[src/rtl/glue_pkg.sv]
package glue_pkg;

  localparam int ADDR_W      = 20;
  localparam int DATA_W      = 8;
  localparam int NUM_REGIONS = 4;

  // region indices
  localparam int RGN_RAM = 0;
  localparam int RGN_ROM = 1;
  localparam int RGN_SER = 2;
  localparam int RGN_LED = 3;

  localparam logic [2:0] FC_INTACK = 3'b111;

  // a region hits when (addr & mask) == base
  localparam logic [ADDR_W-1:0] REGION_BASE [NUM_REGIONS] =
    '{20'h00000, 20'hC0000, 20'h80000, 20'h90000};
  localparam logic [ADDR_W-1:0] REGION_MASK [NUM_REGIONS] =
    '{20'h80000, 20'hC0000, 20'hF0000, 20'hF0000};

  // which regions accept a write enable (ROM excluded)
  localparam logic [NUM_REGIONS-1:0] REGION_WRITABLE = 4'b1101;

  // strobes from control to datapath
  typedef struct packed {
    logic ledLoad;
  } dpStrobe_t;

endpackage

[src/rtl/glue_ctrl.sv]
module glue_ctrl
  import glue_pkg::*;
#(
  parameter int AW = ADDR_W
) (
  input  logic                   clk,
  input  logic                   rstN,
  input  logic [AW-1:0]          addr,
  input  logic                   asN,
  input  logic                   dsN,
  input  logic                   rdWr,
  input  logic [2:0]             fc,
  output logic [NUM_REGIONS-1:0] csVec,
  output logic                   readEnN,
  output logic                   writeEnN,
  output dpStrobe_t              strobe
);

  logic                   cycleValid;
  logic [NUM_REGIONS-1:0] regionHit;
  logic                   anySel;
  logic                   writableSel;

  assign cycleValid = !asN && (fc != FC_INTACK);

  for (genvar i = 0; i < NUM_REGIONS; i++) begin : g_region
    assign regionHit[i] = ((addr & REGION_MASK[i]) == REGION_BASE[i]);
    assign csVec[i]     = regionHit[i] && cycleValid;
  end

  assign anySel      = |csVec;
  assign writableSel = |(csVec & REGION_WRITABLE);

  always_comb begin
    readEnN        = !(rdWr && !dsN && anySel);
    writeEnN       = !(!rdWr && !dsN && writableSel);
    strobe.ledLoad = csVec[RGN_LED] && !rdWr && !dsN;
  end

  assert_idle_strobe_R4: assert property (@(posedge clk) disable iff (!rstN)
    asN |-> (csVec == '0));

  assert_intack_block_R5: assert property (@(posedge clk) disable iff (!rstN)
    (fc == FC_INTACK) |-> (csVec == '0));

  assert_one_select_R6: assert property (@(posedge clk) disable iff (!rstN)
    $onehot0(csVec));

  assert_read_qual_R7: assert property (@(posedge clk) disable iff (!rstN)
    !readEnN |-> (rdWr && !dsN && !asN));

  assert_rom_nowrite_R8: assert property (@(posedge clk) disable iff (!rstN)
    csVec[RGN_ROM] |-> writeEnN);

endmodule

[src/rtl/glue_led.sv]
module glue_led
  import glue_pkg::*;
#(
  parameter int DW = DATA_W
) (
  input  logic          clk,
  input  logic          rstN,
  input  dpStrobe_t     strobe,
  input  logic [DW-1:0] dataIn,
  output logic [DW-1:0] ledOut
);

  always_ff @(posedge clk or negedge rstN) begin
    if (!rstN)               ledOut <= '0;
    else if (strobe.ledLoad) ledOut <= dataIn;
  end

  assert_led_load_R10: assert property (@(posedge clk) disable iff (!rstN)
    strobe.ledLoad |=> (ledOut == $past(dataIn)));

  assert_led_hold_R10: assert property (@(posedge clk) disable iff (!rstN)
    !strobe.ledLoad |=> $stable(ledOut));

endmodule

[src/rtl/cpu_glue.sv]
module cpu_glue
  import glue_pkg::*;
(
  input  logic              clk,
  input  logic              rstN,
  input  logic [ADDR_W-1:0] addr,
  input  logic              asN,
  input  logic              dsN,
  input  logic              rdWr,
  input  logic [2:0]        fc,
  input  logic [DATA_W-1:0] dataIn,
  output logic              romCsN,
  output logic              ramCsN,
  output logic              serCsN,
  output logic              ledCsN,
  output logic              readEnN,
  output logic              writeEnN,
  output logic              dtackN,
  output logic [2:0]        iplN,
  output logic [DATA_W-1:0] ledOut
);

  logic [NUM_REGIONS-1:0] csVec;
  dpStrobe_t              strobe;

  glue_ctrl #(.AW(ADDR_W)) u_ctrl (
    .clk      (clk),
    .rstN     (rstN),
    .addr     (addr),
    .asN      (asN),
    .dsN      (dsN),
    .rdWr     (rdWr),
    .fc       (fc),
    .csVec    (csVec),
    .readEnN  (readEnN),
    .writeEnN (writeEnN),
    .strobe   (strobe)
  );

  glue_led #(.DW(DATA_W)) u_led (
    .clk    (clk),
    .rstN   (rstN),
    .strobe (strobe),
    .dataIn (dataIn),
    .ledOut (ledOut)
  );

  assign ramCsN = !csVec[RGN_RAM];
  assign romCsN = !csVec[RGN_ROM];
  assign serCsN = !csVec[RGN_SER];
  assign ledCsN = !csVec[RGN_LED];

  // every access completes with no wait states; no interrupts are requested
  assign dtackN = 1'b0;
  assign iplN   = 3'b111;

  assert_led_write_R10: assert property (@(posedge clk) disable iff (!rstN)
    (!ledCsN && !rdWr && !dsN) |=> (ledOut == $past(dataIn)));

endmodule

[config.mk]
export PLATFORM = sky130hd
export DESIGN_NAME = cpu_glue
export DESIGN_NICKNAME = d
export VERILOG_FILES = /design/src/rtl/glue_pkg.sv /design/src/rtl/glue_ctrl.sv /design/src/rtl/glue_led.sv /design/src/rtl/cpu_glue.sv
export SDC_FILE = /design/constraint.sdc
export NUM_CORES = 1
export LEC_CHECK = 0
export CORE_UTILIZATION = 25
export CTS_BUF_LIST = sky130_fd_sc_hd__clkbuf_4 sky130_fd_sc_hd__clkbuf_8 sky130_fd_sc_hd__clkbuf_16
export DETAILED_ROUTE_END_ITERATION = 7
export HOLD_SLACK_MARGIN = 0.1
export MAX_ROUTING_LAYER = met4
export PLACE_DENSITY = 0.89
export SLEW_MARGIN = 5
export SYNTH_ARGS = -nofsm -noshare
export SYNTH_HDL_FRONTEND = slang
export SYNTH_SLANG_ARGS = --single-unit
[constraint.sdc]
create_clock -name clk -period 0.9 [get_ports clk]
set_input_delay 0.18 -clock clk [delete_from_list [all_inputs] [get_ports clk]]
set_output_delay 0.18 -clock clk [all_outputs]
set_load 0.005 [all_outputs]
== Yosys cells after proc, flatten, opt, wreduce, memory -nomap -nowiden ==
Cells that the tools add are included.
Word-level totals
  register bits: 8
  input bits: 36
  output and inout bits: 18
  word-level logic and storage cells: 28
Cells by class
  eq/ne operators: 4
  reductions and logical operators: 23
Operators with widths (count)
  zero test 20 bit: 1
  logical AND 1 bit: 11
  zero test 1 bit: 9
  == test 4 bit (second input constant): 2
  OR reduction 4 bit: 1
  != test 3 bit (second input constant): 1
  OR reduction 3 bit: 1
  == test 2 bit (second input constant): 1

== Depth between registers and ports, before layout ==
Gate-level depths: netlist of run 1.
  word-level depth: 6
  depth in mapped cells: 3
  depth with buffers taken out: 3

== Hierarchy ==
From an unflattened synthesis of run 1, not the netlist that was laid out.
Second synthesis, totals
  cells, all modules: 41
  area total of the unflattened synthesis: 491.7 um^2
Modules (own cells, without submodules)
  glue_led: instances 1, cells each 17, area each 331.6 um^2, sequential area each 200.2 um^2
  glue_ctrl: instances 1, cells each 14, area each 107.6 um^2, sequential area each 0.0 um^2
  cpu_glue: instances 1, cells each 10, area each 52.6 um^2, sequential area each 0.0 um^2

== Worst setup path after synthesis of run 1 ==
Ideal clock, no wire load.
  path type: input to register
  from: input fc[0]
  to: register u_led.ledOut[0]
  setup time: 125 ps
  arrival: 900 ps
  required time: 775 ps
  slack: -125 ps
  stages: 3
  buffers on the path: 0
  path through: a31oi_4 nand4_4 mux2_2
On the way
  longest elaborated chain between the ends: 5
Ends and longest elaborated chain
  start, declared: RTL line cpu_glue.sv:10  | input logic [2:0] fc,
  != test 3 bit: RTL line glue_ctrl.sv:24  | assign cycleValid = !asN && (fc != FC_INTACK);
  logical AND 1 bit: RTL line glue_ctrl.sv:24
  logical AND 1 bit: RTL line glue_ctrl.sv:28  | assign csVec[i] = regionHit[i] && cycleValid;
  logical AND 1 bit (2 in a row): RTL line glue_ctrl.sv:37  | strobe.ledLoad = csVec[RGN_LED] && !rdWr && !dsN;
  end signal, assigned: RTL line glue_led.sv:15  | else if (strobe.ledLoad) ledOut <= dataIn;
  end, declared: RTL line glue_led.sv:10  | output logic [DW-1:0] ledOut
Every way passes these cells.
A chain may end at the register's enable or synchronous reset.

== Final worst setup path of run 1 ==
  from: input fc[1]
  to: output serCsN
On the way
  longest elaborated chain between the ends: 4
Ends and longest elaborated chain
  != test 3 bit: RTL line glue_ctrl.sv:24
  logical AND 1 bit: RTL line glue_ctrl.sv:24
  logical AND 1 bit: RTL line glue_ctrl.sv:28
  zero test 1 bit: RTL line cpu_glue.sv:50  | assign serCsN = !csVec[RGN_SER];
  end, declared: RTL line cpu_glue.sv:14  | output logic serCsN,
Every way passes these cells.

==> results.sh, run 1 <==
export IMPL_wirelength_mm=1.30
export IMPL_num_vias=430
export IMPL_cp_max_fo=4
export IMPL_ant_nets=0
export IMPL_synthCells=35
export IMPL_core_area_um2=1580
export IMPL_drtPass1Iterations=6
export IMPL_crit_path_start="fc[1]"
export IMPL_hold_path_class="in2async"
export IMPL_nets=114
export IMPL_yosysTopAreaCellShare_pct=45.1
export IMPL_outcome="complete, but fails checks"
export IMPL_worst_path_buf_inv=3
export IMPL_worstPathArrival_ns=0.88
export IMPL_vias_per_cell=4.67
export IMPL_drive_gt1_share_pct=61.8
export IMPL_antenna_found_initial=0
export IMPL_start_kind="input pin"
export IMPL_grt_max_degree=9
export IMPL_reg_top3="u_led.ledOut x8"
export IMPL_max_cap_viol_count=0
export IMPL_cp_required_ns=0.72
export IMPL_ctsHoldBuffers=0
export IMPL_ys_seq_area_share_pct=45.1
export IMPL_clk_path_buf_depth=2
export IMPL_synth_edff_count=0
export IMPL_clock_latency_ns=0.24
export IMPL_rsz0062_at_grt="yes"
export IMPL_rr_startpoint="u_led.ledOut[7]$_DFFE_PN0P_"
export IMPL_crit_family="buffers and inverters"
export IMPL_drc=6
export IMPL_crit_type="in2out"
export IMPL_ys_top_cells_by_count="dfrtp_1, mux2_2, buf_4"
export IMPL_antenna_cells=0
export IMPL_crit_slowest_cell="a31oi_4"
export IMPL_stdcell_area_um2=774
export IMPL_p_leak_nw=0.390
export IMPL_grt_pass1_vias=431
export IMPL_numPortBuffers=33
export IMPL_clockRootBuffer="clkbuf_4"
export IMPL_ys_flop_type="dfrtp_1"
export IMPL_drt_initial_drc_count=6
export IMPL_cp_cell_sequence="buf_6 > a31oi_4 > buf_6 > nand4b_1 > buf_2"
export IMPL_chipHeight_um=44.2
export IMPL_area_growth_pct=74.4
export IMPL_fmax_ghz=0.941
export IMPL_synth_warnings=0
export IMPL_fin_ws_ns=-0.163
export IMPL_maxSlewViolCount=0
export IMPL_avgSynthCellArea_um2=12.7
export IMPL_htree_num_levels=1
export IMPL_cpMostUsedCell="buf_6"
export IMPL_grt_overflow=0
export IMPL_synth_cell_types=14
export IMPL_wl_per_cell_um=14.1
export IMPL_dieWidth_um=44.2
export IMPL_hold_viol_final=0
export IMPL_largest_reg_flops=8
export IMPL_final_util_pct=49.1
export IMPL_cts_made_buffers=3
export IMPL_clk_pin_slew_ns=0.05
export IMPL_fin_skew_ns=0
export IMPL_async_flop_share_pct=100
export IMPL_rr_worst_depth=2
export IMPL_finalCritPeriodShare_pct=118
export IMPL_yosysTopAreaCell="dfrtp_1"
export IMPL_dpl_instance_area_um2=810
export IMPL_regMostFlops="u_led.ledOut"
export IMPL_syn_area_um2=444
export IMPL_gp_congestion=0.617
export IMPL_initial_core_util_pct=28.2
export IMPL_synth_area_leaders="dfrtp_1, mux2_2, buf_4, a31oi_4, nand4_4"
export IMPL_cts_sinks=8
export IMPL_place_worst_setup_slack_ns=-0.861
export IMPL_ys_ff_latch=8
export IMPL_peakVddDrop_uv=691
export IMPL_cp_depth=5
export IMPL_end_kind="output port"
export IMPL_setup_viol_count_final=21
export IMPL_cts_tree="built"
export IMPL_slowest_delay_ns=0.22
export IMPL_powerDensity_nw_per_um2=1250
export IMPL_dp_hpwl_mm=1.00
export IMPL_num_rows=14
export IMPL_grtUsageTotal_pct=15.4
export IMPL_violations="DRC, setup timing"
export IMPL_fin_crit_ns=1.06
export IMPL_pin_count=54
export IMPL_dieArea_um2=1950
export IMPL_grt_pass1_wl_mm=2.06
==> metrics by stage <==
step | hold slack, ns | std cells | setup TNS [ns] | power (W)
floorplan | -0.116 | 37 | -0.901 | 0.000520
global placement | 0.483 | 87 | -11.03 | 0.000739
detailed placement | 0.486 | 87 | -11.50 | 0.000751
CTS | 0.212 | 93 | -2.52 | 0.000993
global route | 0.247 | 92 | -2.56 | 0.00104
finish | 0.216 | 92 | -1.81 | 0.000968
==> routing by layer <==
metal | vias to the layer above | track usage (%) | part of all wire, %
li1 | 206 | - | -
met2 | 26 | 24.7 | 50
met4 | 0 | 5.45 | 1.3
met5 | - | - | 0
met3 | 2 | 6.12 | 13
met1 | 196 | 17.2 | 36
==> layout by cell type (no fill, tap or decap), drive strengths merged, types with 2 or more instances in the layout <==
| master | netlist | final |
|---|---|---|
| clkdlybuf4s50 | 0 | 9 |
| nand4 | 2 | 2 |
| nand3 | 2 | 2 |
| buf | 4 | 29 |
| clkbuf | 0 | 4 |
| nand4b | 2 | 2 |
| mux2 | 8 | 8 |
| dfrtp | 8 | 8 |
| conb | 2 | 4 |
| nor2 | 2 | 2 |
==> kinds of logic (layout without fill, tap and decap cells) <==
kind of cell,after synthesis,in the layout,synth area share (%)
compound gates,2,2,5.91
buf+inv,4,43,6.76
flops,8,8,45.1
mux,8,8,20.3
other cells,2,4,1.69
simple gates,11,11,20.3
==> path summary, 6_finish.rpt <==
kind / endpoint / slack (ns)
worst max-delay path: serCsN / -0.16
worst min-delay path: u_led.ledOut[0]$_DFFE_PN0P_ / 0.22
worst max register to register: u_led.ledOut[7]$_DFFE_PN0P_ / 0.03
worst min register to register: u_led.ledOut[0]$_DFFE_PN0P_ / 0.50
max in group asynchronous: u_led.ledOut[5]$_DFFE_PN0P_ / 0.42
min in group clk: u_led.ledOut[3]$_DFFE_PN0P_ / 0.45
==> report_power, final <==
group,switching [W],internal (W),leakage [nW]
sequential,0.0000186,0.000405,0.107
combinational,0.000108,0.000178,0.269
clock,0.000106,0.000152,0.0138
total,0.000233,0.000735,0.390
==> final cells by class <==
class | instances | area (um2)
fill | 152 | 802
multi-input combinational | 25 | 243
sequential | 8 | 200
timing repair buffer | 40 | 289
tap | 16 | 20.0
clock buffer | 3 | 22.5
==> timing repair <==
action / CTS / global route
gates resized for setup: 101 / 4
setup endpoints to repair: 22 / 22
pin swaps: 5 / 3
endpoints found under the hold margin: 0 / 0
setup buffers: 3 / 0
(Power assumes the default switching activity.)
==> inputs of run 2 (changes only) <==
Settings changed: GPL_TIMING_DRIVEN set to 0.
==> results.sh, run 2 (synthesis gave the netlist of run 1 again) <==
export IMPL_outcome="complete, but fails checks"
export IMPL_violations="DRC, setup timing"
export IMPL_cts_tree="built"
export IMPL_crit_type="in2out"
export IMPL_area_growth_pct=89.9
export IMPL_end_kind="output port"
export IMPL_largest_reg_flops=8
export IMPL_final_common_cell="buf_2"
export IMPL_drt_initial_drc_count=14
export IMPL_drc=6
export IMPL_numPortBuffers=33
export IMPL_dieArea_um2=1950
export IMPL_dieWidth_um=44.2
export IMPL_fin_crit_ns=1.17
export IMPL_max_cap_viol_count=0
export IMPL_antenna_cells=0
export IMPL_grt_pass1_vias=411
export IMPL_grt_pass1_wl_mm=1.97
export IMPL_vias_per_cell=4.56
export IMPL_wl_per_cell_um=13.2
export IMPL_cts_made_buffers=3
export IMPL_wirelength_mm=1.28
export IMPL_setup_tns_ns=-3.17
export IMPL_drive_gt1_share_pct=58.0
export IMPL_num_rows=14
export IMPL_mostFrequentLayoutCells="buf_2, clkdlybuf4s50_1, buf_4, dfrtp_1"
export IMPL_ant_nets=0
export IMPL_worstPathArrival_ns=0.99
export IMPL_place_worst_setup_slack_ns=-0.900
export IMPL_gp_congestion=0.615
export IMPL_peakVddDrop_uv=681
export IMPL_clockRootBuffer="clkbuf_4"
export IMPL_drtPass1Iterations=5
export IMPL_chipHeight_um=44.2
export IMPL_initial_core_util_pct=28.2
export IMPL_ctsHoldBuffers=0
export IMPL_grt_max_degree=9
export IMPL_cp_required_ns=0.72
export IMPL_num_vias=442
export IMPL_setup_viol_count_final=22
export IMPL_final_util_pct=53.5
export IMPL_p_leak_nw=0.417
export IMPL_antenna_found_initial=0
export IMPL_stdcell_area_um2=843
export IMPL_maxSlewViolCount=0
export IMPL_htree_num_levels=1
export IMPL_dpl_instance_area_um2=802
export IMPL_holdWs_ns=0.207
export IMPL_grtUsageTotal_pct=14.1
export IMPL_hold_viol_final=0
export IMPL_cts_sinks=8
export IMPL_clk_path_buf_depth=2
export IMPL_start_kind="input pin"
export IMPL_finalCritPeriodShare_pct=130
export IMPL_grt_overflow=0
export IMPL_reg_top3="u_led.ledOut x8"
export IMPL_rsz0062_at_grt="yes"
export IMPL_pin_count=54
export IMPL_regMostFlops="u_led.ledOut"
export IMPL_fin_ws_ns=-0.268
export IMPL_core_area_um2=1580
export IMPL_fmax_ghz=0.856
export IMPL_fin_skew_ns=0
export IMPL_clk_pin_slew_ns=0.05
export IMPL_hold_path_class="in2async"
export IMPL_cp_max_fo=2
export IMPL_clock_latency_ns=0.24
export IMPL_powerDensity_nw_per_um2=1180
export IMPL_nets=119
## run 2: where the power goes
part / internal, W / total, W / switching (W)
Sequential: 0.000405 / 0.000425 / 0.0000195
Combinational: 0.000201 / 0.000312 / 0.000111
Clock: 0.000151 / 0.000257 / 0.000105
## run 2: path summary, 6_finish.rpt
check                                                 start                     endpoint  slack (ns)  cells past startpoint
worst min register to register  u_led.ledOut[3]$_DFFE_PN0P_  u_led.ledOut[3]$_DFFE_PN0P_        0.50                      1
min in group clk                u_led.ledOut[3]$_DFFE_PN0P_  u_led.ledOut[3]$_DFFE_PN0P_        0.50                      1
worst max register to register  u_led.ledOut[7]$_DFFE_PN0P_  u_led.ledOut[7]$_DFFE_PN0P_        0.02                      2
worst max-delay path                                  fc[0]                     writeEnN       -0.27                      6
max in group asynchronous                              rstN  u_led.ledOut[5]$_DFFE_PN0P_        0.44                      1
worst min-delay path                                   rstN  u_led.ledOut[0]$_DFFE_PN0P_        0.21                      1
## run 2: metrics by stage
step | power (W) | cells
after global routing | 0.00105 | 97
after CTS | 0.000992 | 96
after global placement | 0.000733 | 86
after detailed placement | 0.000742 | 86
after floorplan | 0.000520 | 37
final | 0.000994 | 97
## run 2: worst max-delay path, stage by stage
cell and delay, ns:
buf_6 0.09, a31oi_4 0.19, buf_4 0.14, buf_6 0.08, nand3_1 0.05, dlygate4sd2_1 0.26
## run 2: layer usage
| metal | share of wire (%) | GRT usage, % | up-vias | wire length, um |
|---|---|---|---|---|
| met5 | 0 | - | - | 0 |
| met4 | 0 | 3.64 | 0 | 0 |
| met3 | 12 | 4.49 | 0 | 150 |
| met2 | 48 | 22.4 | 24 | 617 |
| met1 | 40 | 17.2 | 205 | 515 |
| li1 | - | - | 213 | - |
## run 2: final cells by class
cell class | instances | area [um2]
clock buffers | 3 | 22.5
multi-input cells | 25 | 239
fillers | 134 | 733
well taps | 16 | 20.0
flip-flops and latches | 8 | 200
repair buffers | 41 | 332
plain buffers | 4 | 30.0
## run 2: timing repair
item | 4_1_cts | 5_1_grt
setup endpoints to repair | 22 | 22
pin swaps | 3 | 2
buffers inserted | 7 | 1
cloned | 0 | 0
resized for setup | 87 | 5
endpoints found under the hold margin | 0 | 0
==> inputs of run 3 (changes only) <==
Settings changed: CORE_MARGIN set to 2.
==> results.sh, run 3 (synthesis gave the netlist of run 1 again) <==
export IMPL_antenna_cells=0
export IMPL_cp_required_ns=1.02
export IMPL_grt_overflow=0
export IMPL_r2r_end="u_led.ledOut[3]$_DFFE_PN0P_"
export IMPL_rr_worst_depth=1
export IMPL_dp_hpwl_um=927
export IMPL_finalCritPeriodShare_pct=125
export IMPL_cp_max_fo=8
export IMPL_clk_path_buf_depth=2
export IMPL_grtUsageTotal_pct=10.6
export IMPL_wirelength_mm=1.18
export IMPL_r2r_slack_ns=0.14
export IMPL_gp_congestion=0.578
export IMPL_reg_top3="u_led.ledOut x8"
export IMPL_core_area_um2=1690
export IMPL_nets=114
export IMPL_powerDensity_nw_per_um2=1190
export IMPL_dieWidth_um=46.2
export IMPL_cts_sinks=8
export IMPL_drc=0
export IMPL_maxSlewViolCount=0
export IMPL_antenna_found_initial=0
export IMPL_outcome="complete, but fails checks"
export IMPL_htree_num_levels=1
export IMPL_worstPathArrival_ns=1.25
export IMPL_hold_viol_final=0
export IMPL_hold_path_class="in2async"
export IMPL_setup_tns_ns=-2.46
export IMPL_wl_per_cell_um=12.7
export IMPL_mostFrequentLayoutCells="buf_2, clkdlybuf4s50_1, dfrtp_1"
export IMPL_num_rows=15
export IMPL_crit_path_start="fc[0]"
export IMPL_place_worst_setup_slack_ns=-0.910
export IMPL_rsz0062_at_grt="yes"
export IMPL_regArea_um2=200
export IMPL_pin_count=54
export IMPL_initial_core_util_pct=26.3
export IMPL_rr_startpoint="u_led.ledOut[3]$_DFFE_PN0P_"
export IMPL_dieArea_um2=2130
export IMPL_max_cap_viol_count=0
export IMPL_grt_pass1_vias=375
export IMPL_regMostFlops="u_led.ledOut"
export IMPL_numPortBuffers=33
export IMPL_area_growth_pct=83.4
export IMPL_drive_gt1_share_pct=56.6
export IMPL_critPathCapture="u_led.ledOut[6]$_DFFE_PN0P_"
export IMPL_fillers=156
export IMPL_drtPass1Iterations=2
export IMPL_multi_input_area_um2=244
export IMPL_p_leak_nw=0.395
export IMPL_vias_per_cell=4.56
export IMPL_cts_tree="built"
export IMPL_fin_crit_ns=1.13
export IMPL_fmax_ghz=0.888
export IMPL_peakVddDrop_uv=467
export IMPL_drt_initial_drc_count=2
export IMPL_fin_ws_ns=-0.226
export IMPL_ctsHoldBuffers=0
export IMPL_setup_viol_count_final=22
export IMPL_largest_reg_flops=8
export IMPL_fin_skew_ns=0
export IMPL_chipHeight_um=46.2
export IMPL_num_vias=424
export IMPL_final_common_cell="buf_2"
export IMPL_clk_pin_slew_ns=0.05
export IMPL_cts_made_buffers=3
export IMPL_crit_type="in2reg"
export IMPL_start_kind="input pin"
export IMPL_clockRootBuffer="clkbuf_4"
export IMPL_grt_pass1_wl_mm=1.54
export IMPL_violations="setup timing"
export IMPL_grt_max_degree=9
export IMPL_clock_latency_ns=0.24
export IMPL_ant_nets=0
export IMPL_end_kind="register"
## run 3: changes by cell type in the layout (fill, tap and decap cells not counted), sizes merged
cell	previous run	this run
dlygate4sd2	4	3
buf	28	24
clkdlybuf4s15	2	3
clkbuf	5	4
## run 3: area by class of cell
type                       count  share of cell area (%)
tap                           17                    2.61
multi-input combinational     25                    30.0
timing repair buffer          36                    36.4
clock buffer                   3                    2.76
buffer                         4                    3.69
sequential                     8                    24.6
## run 3: layer usage
metal / GRT usage (%) / share of wire, % / vias up
met3: 3.92 / 14 / 0
met5: - / 0 / -
met4: 3.43 / 0 / 0
met2: 19.4 / 51 / 25
met1: 10.1 / 35 / 197
li1: - / - / 202
## run 3: through the flow
step	util [%]	hold slack, ns	power [W]	instances	cell area, um2
final	48.2	0.213	0.000969	93	815
after global routing	48.2	0.240	0.00103	93	815
after CTS	47.4	0.224	0.000977	92	801
after detailed placement	47.6	0.488	0.000744	87	803
after global placement	47.6	0.479	0.000733	87	803
after floorplan	-	-0.116	0.000520	37	452
## run 3: worst max-delay path: stages
cell	delay (ns)
buf_6	0.09
a31oi_4	0.21
buf_12	0.14
buf_6	0.09
nand4_4	0.19
mux2_4	0.35
## run 3: where the power goes
group | leakage, nW | internal, W | switching, W
combinational | 0.274 | 0.000181 | 0.000104
sequential | 0.107 | 0.000405 | 0.0000196
clock | 0.0138 | 0.000152 | 0.000107
## run 3: repair_timing
action | CTS | global route
endpoints found under the setup margin | 22 | 22
pin swaps | 3 | 2
gates resized for setup | 89 | 3
setup buffers | 2 | 1
cloned | 0 | 0
## run 3: worst min path at each step
stage,start,to,slack (ns),depth (start not counted)
6_report,rstN,u_led.ledOut[3]$_DFFE_PN0P_,0.21,1
5_1_grt,rstN,u_led.ledOut[4]$_DFFE_PN0P_,0.24,1
4_1_cts,rstN,u_led.ledOut[4]$_DFFE_PN0P_,0.22,1
3_5_place_dp,rstN,u_led.ledOut[4]$_DFFE_PN0P_,0.49,1
3_3_place_gp,rstN,u_led.ledOut[4]$_DFFE_PN0P_,0.48,1
2_1_floorplan,rstN,u_led.ledOut[0]$_DFFE_PN0P_,-0.12,0
